**src/rtl/chg_fault_pkg.sv**
```systemverilog
package chg_fault_pkg;
  localparam int MV_W = 16;
  typedef logic [MV_W-1:0] mv_t;

  localparam mv_t BATT_LO_MV   = 16'd2500;
  localparam mv_t BATT_HI_MV   = 16'd2700;
  localparam mv_t VDD_LO_MV    = 16'd2500;
  localparam mv_t VSET_FLOOR   = 16'd1024;
  localparam mv_t ILIM_CLAMP   = 16'd128;
  localparam int unsigned PRESENT_PCT = 91;

  // next state of a low-side hysteresis flag: set below lo, clear above hi
  function automatic logic hyst_next(input logic cur, input mv_t v,
                                     input mv_t lo, input mv_t hi);
    if (cur) return !(v > hi);
    return (v < lo);
  endfunction

  // battery present when thm/vdd < pct/100, computed without division
  function automatic logic thm_present(input mv_t thm, input mv_t vdd,
                                       input int unsigned pct);
    logic [31:0] lhs;
    logic [31:0] rhs;
    lhs = 32'(thm) * 32'd100;
    rhs = 32'(vdd) * 32'(pct);
    return lhs < rhs;
  endfunction

  function automatic logic vset_ok(input mv_t v, input mv_t floor_mv);
    return v >= floor_mv;
  endfunction
endpackage

```
**src/rtl/chg_hyst_flag.sv**
```systemverilog
module chg_hyst_flag
  import chg_fault_pkg::*;
#(
  parameter mv_t  LO      = 16'd2500,
  parameter mv_t  HI      = 16'd2700,
  parameter logic RST_VAL = 1'b1
) (
  input  logic clk,
  input  logic rst_n,
  input  logic en,
  input  mv_t  value,
  output logic flag
);
  always_ff @(posedge clk or negedge rst_n) begin
    if (!rst_n)  flag <= RST_VAL;
    else if (en) flag <= hyst_next(flag, value, LO, HI);
  end
endmodule

```
**src/rtl/chg_prog_regs.sv**
```systemverilog
module chg_prog_regs
  import chg_fault_pkg::*;
#(
  parameter mv_t VMIN   = 16'd1024,
  parameter mv_t POR_I  = 16'd0,
  parameter mv_t POR_V  = 16'd0
) (
  input  logic clk,
  input  logic rst_n,
  input  logic hold_por,
  input  logic wr_en,
  input  logic wr_sel,
  input  mv_t  wr_data,
  output logic wr_ack,
  output mv_t  ichg,
  output mv_t  vset
);
  logic data_ok;

  assign data_ok = wr_sel ? vset_ok(wr_data, VMIN) : 1'b1;
  assign wr_ack  = wr_en && !hold_por && data_ok;

  always_ff @(posedge clk or negedge rst_n) begin
    if (!rst_n) begin
      ichg <= POR_I;
      vset <= POR_V;
    end else if (hold_por) begin
      ichg <= POR_I;
      vset <= POR_V;
    end else if (wr_ack) begin
      if (wr_sel) vset <= wr_data;
      else        ichg <= wr_data;
    end
  end
endmodule

```
**src/rtl/chg_fault_mon.sv**
```systemverilog
module chg_fault_mon
  import chg_fault_pkg::*;
#(
  parameter mv_t         ILIM_UV  = ILIM_CLAMP,
  parameter mv_t         VSET_MIN = VSET_FLOOR,
  parameter mv_t         POR_ICHG = 16'd0,
  parameter mv_t         POR_VSET = 16'd0,
  parameter int unsigned PCT      = PRESENT_PCT
) (
  input  logic        clk,
  input  logic        rst_n,
  input  logic        smp_valid,
  input  logic [15:0] batt_mv,
  input  logic [15:0] vdd_mv,
  input  logic [15:0] thm_mv,
  input  logic        pwr_fail_in,
  input  logic        wr_en,
  input  logic        wr_sel,
  input  logic [15:0] wr_data,
  output logic        wr_ack,
  output logic [15:0] status_word,
  output logic        in_switch_on,
  output logic [15:0] ilim_ma,
  output logic [15:0] vset_mv,
  output logic        chg_en,
  output logic        por_req
);
  localparam int BIT_PF   = 13;
  localparam int BIT_PRES = 14;

  // named internal events for the checker
  logic batt_uv_w;
  logic vdd_uv_w;
  mv_t  ichg_w;
  logic pf_q;
  logic present_q;
  logic por_q;
  logic vdd_recover_w;

  chg_hyst_flag #(.LO(BATT_LO_MV), .HI(BATT_HI_MV), .RST_VAL(1'b1)) u_batt_uv (
    .clk(clk), .rst_n(rst_n), .en(smp_valid), .value(batt_mv), .flag(batt_uv_w)
  );

  // supply flag: no band, cleared at or above the limit
  chg_hyst_flag #(.LO(VDD_LO_MV), .HI(VDD_LO_MV - 16'd1), .RST_VAL(1'b1)) u_vdd_uv (
    .clk(clk), .rst_n(rst_n), .en(smp_valid), .value(vdd_mv), .flag(vdd_uv_w)
  );

  chg_prog_regs #(.VMIN(VSET_MIN), .POR_I(POR_ICHG), .POR_V(POR_VSET)) u_regs (
    .clk(clk), .rst_n(rst_n), .hold_por(vdd_uv_w),
    .wr_en(wr_en), .wr_sel(wr_sel), .wr_data(wr_data),
    .wr_ack(wr_ack), .ichg(ichg_w), .vset(vset_mv)
  );

  assign vdd_recover_w = smp_valid && vdd_uv_w && !(vdd_mv < VDD_LO_MV);

  always_ff @(posedge clk or negedge rst_n) begin
    if (!rst_n) begin
      pf_q      <= 1'b0;
      present_q <= 1'b0;
      por_q     <= 1'b0;
    end else begin
      por_q <= vdd_recover_w;
      if (smp_valid) begin
        pf_q      <= pwr_fail_in;
        present_q <= thm_present(thm_mv, vdd_mv, PCT);
      end
    end
  end

  always_comb begin
    status_word           = '0;
    status_word[BIT_PF]   = pf_q;
    status_word[BIT_PRES] = present_q;
  end

  assign in_switch_on = !pf_q;
  assign ilim_ma      = batt_uv_w ? ILIM_UV : ichg_w;
  assign chg_en       = !vdd_uv_w && !pf_q;
  assign por_req      = por_q;
endmodule

```
**config.mk**
```make
export PLATFORM = sky130hd
export DESIGN_NAME = chg_fault_mon
export DESIGN_NICKNAME = d
export VERILOG_FILES = /design/src/rtl/chg_fault_pkg.sv /design/src/rtl/chg_hyst_flag.sv /design/src/rtl/chg_prog_regs.sv /design/src/rtl/chg_fault_mon.sv
export SDC_FILE = /design/constraint.sdc
export NUM_CORES = 1
export LEC_CHECK = 0
export ABC_AREA = 1
export ABC_CLOCK_PERIOD_IN_PS = 1650
export BUFFER_PORTS_ARGS = -buffer_cell sky130_fd_sc_hd__buf_2
export CAP_MARGIN = 0
export CORE_MARGIN = 2
export CORE_UTILIZATION = 56
export DETAILED_ROUTE_END_ITERATION = 8
export PLACE_DENSITY_LB_ADDON = 0.1
export SYNTH_ARGS = -nofsm -noshare
export SYNTH_HDL_FRONTEND = slang
export SYNTH_SLANG_ARGS = --single-unit
```
**constraint.sdc**
```tcl
create_clock -name clk -period 1.65 [get_ports clk]
set_input_delay 0.165 -clock clk [delete_from_list [all_inputs] [get_ports clk]]
set_output_delay 0.165 -clock clk [all_outputs]
set_load 0.05 [all_outputs]
```
==> results.py <==
metrics = {
    "run_status": {
        "status": "finished with violations",
        "failed_checks": "setup timing",
    },
    "floorplan": {
        "boundaryPins": 122,
        "floorplan.rows": 41,
        "die_area_um2": 13600,
        "initial_core_util": 0.568,
        "core_um2": 12500,
        "die_x_um": 117,
        "die_h_um": 117,
    },
    "clock_network": {
        "htree_levels": 2,
        "cts.clk_slew.worst_paths_ps": 50,
        "tritoncts": "done",
        "cts.sinks": 37,
        "clockBufferDepth": 2,
        "numCtsBuffers": 5,
        "clk_latency_ps": 280,
        "root_buffer": "clkbuf_16",
    },
    "timing": {
        "finalCritPeriodShare": 2.33,
        "timing.hold.ws_ps": 104,
        "slew_violations": 0,
        "setup_ws_ps": -2190,
        "finalSetupTns_ps": -2190,
        "final-setup-viol-count": 1,
        "skew_ps": 4.29,
        "hold_viol": 0,
        "rsz0062_at_grt": "yes",
        "finalCriticalPeriod_ps": 3840,
        "fmax_mhz": 260,
    },
    "synth": {
        "ys_ff_latch": 37,
        "ys_types": 36,
        "syn_inst": 1039,
        "synth_seq_area_share": 0.131,
        "yosys.area.top_type_share": 0.234,
        "yosysTopAreaCell": "ha_1",
        "synth_area_leaders": "ha_1 23%, nand2_1 14%, inv_1 13%",
        "synth_area_um2": 7110,
        "syn_avg_cell_area_um2": 6.84,
        "synth_warnings": 0,
    },
    "drt": {
        "post_drt_wl_per_cell_um": 12.3,
        "vias": 7036,
        "initialDrtViolationCount": 386,
        "routed_wl_um": 17800,
        "drtAntennaViolNets": 0,
        "vias_per_cell": 4.88,
        "drc": 0,
        "dr.pass1.iters": 5,
    },
    "power": {
        "power.leakage_uw": 0.00564,
        "ir_drop_mv": 0.960,
        "pwr_density_cell_nw_per_um2": 1580,
    },
    "final_layout": {
        "layout_commonest_cell": "nand2_1",
        "syn_to_final_growth_pct": 34.5,
        "register_area_um2": 928,
        "fin_area_um2": 9560,
        "n_fill_cell": 1003,
        "nNetsFinal": 1513,
        "final_util": 0.764,
        "layout_common_cells": "245 x nand2_1, 234 x inv_1, 133 x buf_4",
        "diodes": 0,
        "multi_input_area_um2": 5780,
        "drive_above_1_share": 0.290,
    },
    "critical_path": {
        "worstPathArrival_ps": 4010,
        "r2r_cells": 5,
        "cp_data_required_time_ps": 1820,
        "reg2reg_from": "u_vdd_uv.flag",
        "rr_endpoint": "u_regs.ichg[9]",
        "path_class": "in2reg",
        "worst_setup_path_end_kind": "flop",
        "critPathMaxFanout": 5,
        "r2r_slack_ps": 360,
        "cp-start-kind": "primary input",
    },
    "worst_hold_path": {
        "holdPathEnd": "pf_q",
        "worstHoldPathCells": 3,
        "min_from": "pwr_fail_in",
        "min_path_type": "in2reg",
    },
    "place": {
        "gp_congestion": 0.914,
        "dp_hpwl_um": 15000,
        "placed_cell_area_um2": 8950,
        "io_buffers": 107,
    },
    "grt": {
        "grt_pass1_wl_um": 29000,
        "grt_pass1_vias": 6751,
        "grt_overflow": 0,
        "grt.total_usage": 0.262,
        "antenna_found_initial": 0,
        "grt_max_degree": 38,
    },
    "flow_run": {
        "drv_cap": 0,
    },
}
==> what timing repair did <==
| item | in CTS | in global routing |
|---|---|---|
| gates resized for setup | 28 | 59 |
| hold buffers | 1 | 0 |
| endpoints found under the setup margin | 1 | 2 |
| buffers inserted | 5 | 1 |
| hold endpoints to repair | 35 | 0 |
| pin swaps | 14 | 17 |
==> report_power, final <==
part | internal [uW] | switching, uW | leakage [uW]
registers | 1060 | 114 | 0.000459
clock network | 754 | 338 | 0.0000841
logic | 5570 | 7260 | 0.00510
==> worst max-delay path: stages <==
cell and delay (ps):
buf_4 130, ha_4 270, inv_2 30, fa_1 490, inv_1 50, fa_1 470
inv_1 50, fa_1 500, inv_2 50, ha_4 300, nand2_4 80, nor2_4 130
inv_1 80, nor3_1 140, nand2_1 110, nand3b_1 90, nand2_1 70, ha_1 280
nand2_2 60, nor2_2 110, nand2_1 80, nor2_1 90, nand2_1 50, nand3_1 70
nand2_1 50
==> worst max path at each step <==
stage,from,end,slack (ps)
final,vdd_mv[10],present_q,-2190
after global routing,vdd_mv[9],present_q,-2350
after CTS,vdd_mv[3],present_q,-2140
after detailed placement,vdd_mv[10],present_q,-2580
after global placement,vdd_mv[11],present_q,-2520
after floorplan,vdd_mv[10],present_q,-2040
==> flip-flops by register name, summed over array words and instances, names as in the netlist <==
register / cells
pf_q: 1
por_req: 1
present_q: 1
u_batt_uv.flag: 1
u_regs.ichg: 16
u_regs.vset: 16
u_vdd_uv.flag: 1
==> Yosys cell counts <==
library cell	instances
a21o_1	6
dfrtp_1	35
xor2_1	15
conb_1	1
dfstp_2	2
nor2_2	2
nand3b_1	7
buf_2	5
o21bai_1	6
o21ai_2	1
buf_4	17
nor3b_1	2
a31oi_1	1
nor3_1	14
a21oi_1	41
ha_1	133
nor2_1	79
o21ai_0	11
o21ai_1	1
or2_2	1
clkbuf_1	6
and2_1	1
nor2_4	1
nand2_2	7
nand4_1	4
fa_1	41
and2_4	2
nand3_2	5
o21a_1	2
nand2_1	269
o31ai_1	15
inv_2	1
nand3_1	47
xnor2_1	12
inv_1	245
a21boi_0	1
==> kinds of logic after synthesis <==
logic type | after synthesis | synth area share
DFF | 37 | 0.131
xor gates and xnor gates | 27 | 0.0333
buffers and inverters | 274 | 0.155
and+or+nand+nor | 441 | 0.260
other | 1 | 0.000527
adders and majority gates | 174 | 0.350
AOI/OAI and AO/OA | 85 | 0.0711
==> routing by layer <==
layer / wire length (um) / share of wire / track usage
met1: 7750 / 0.44 / 0.322
met2: 8880 / 0.50 / 0.490
met3: 665 / 0.037 / 0.0270
met4: 463 / 0.026 / 0.0690
met5: 0 / 0 / 0
==> final cells by class <==
class	count	area share
inverters	246	0.0971
multi-input cells	741	0.605
well taps	172	0.0225
clock inverters	1	0.00314
repair buffers	238	0.161
clock buffers	7	0.0149
flip-flops and latches	37	0.0971
==> stage by stage <==
step	worst slack (ps)	cells	total power [uW]
global route	-2350	1442	16500
detailed placement	-2580	1427	12200
CTS	-2140	1441	13900
finish	-2190	1442	15100
floorplan	-2040	1052	8880
global placement	-2520	1427	12000
Power figures use the tool's default switching activity.
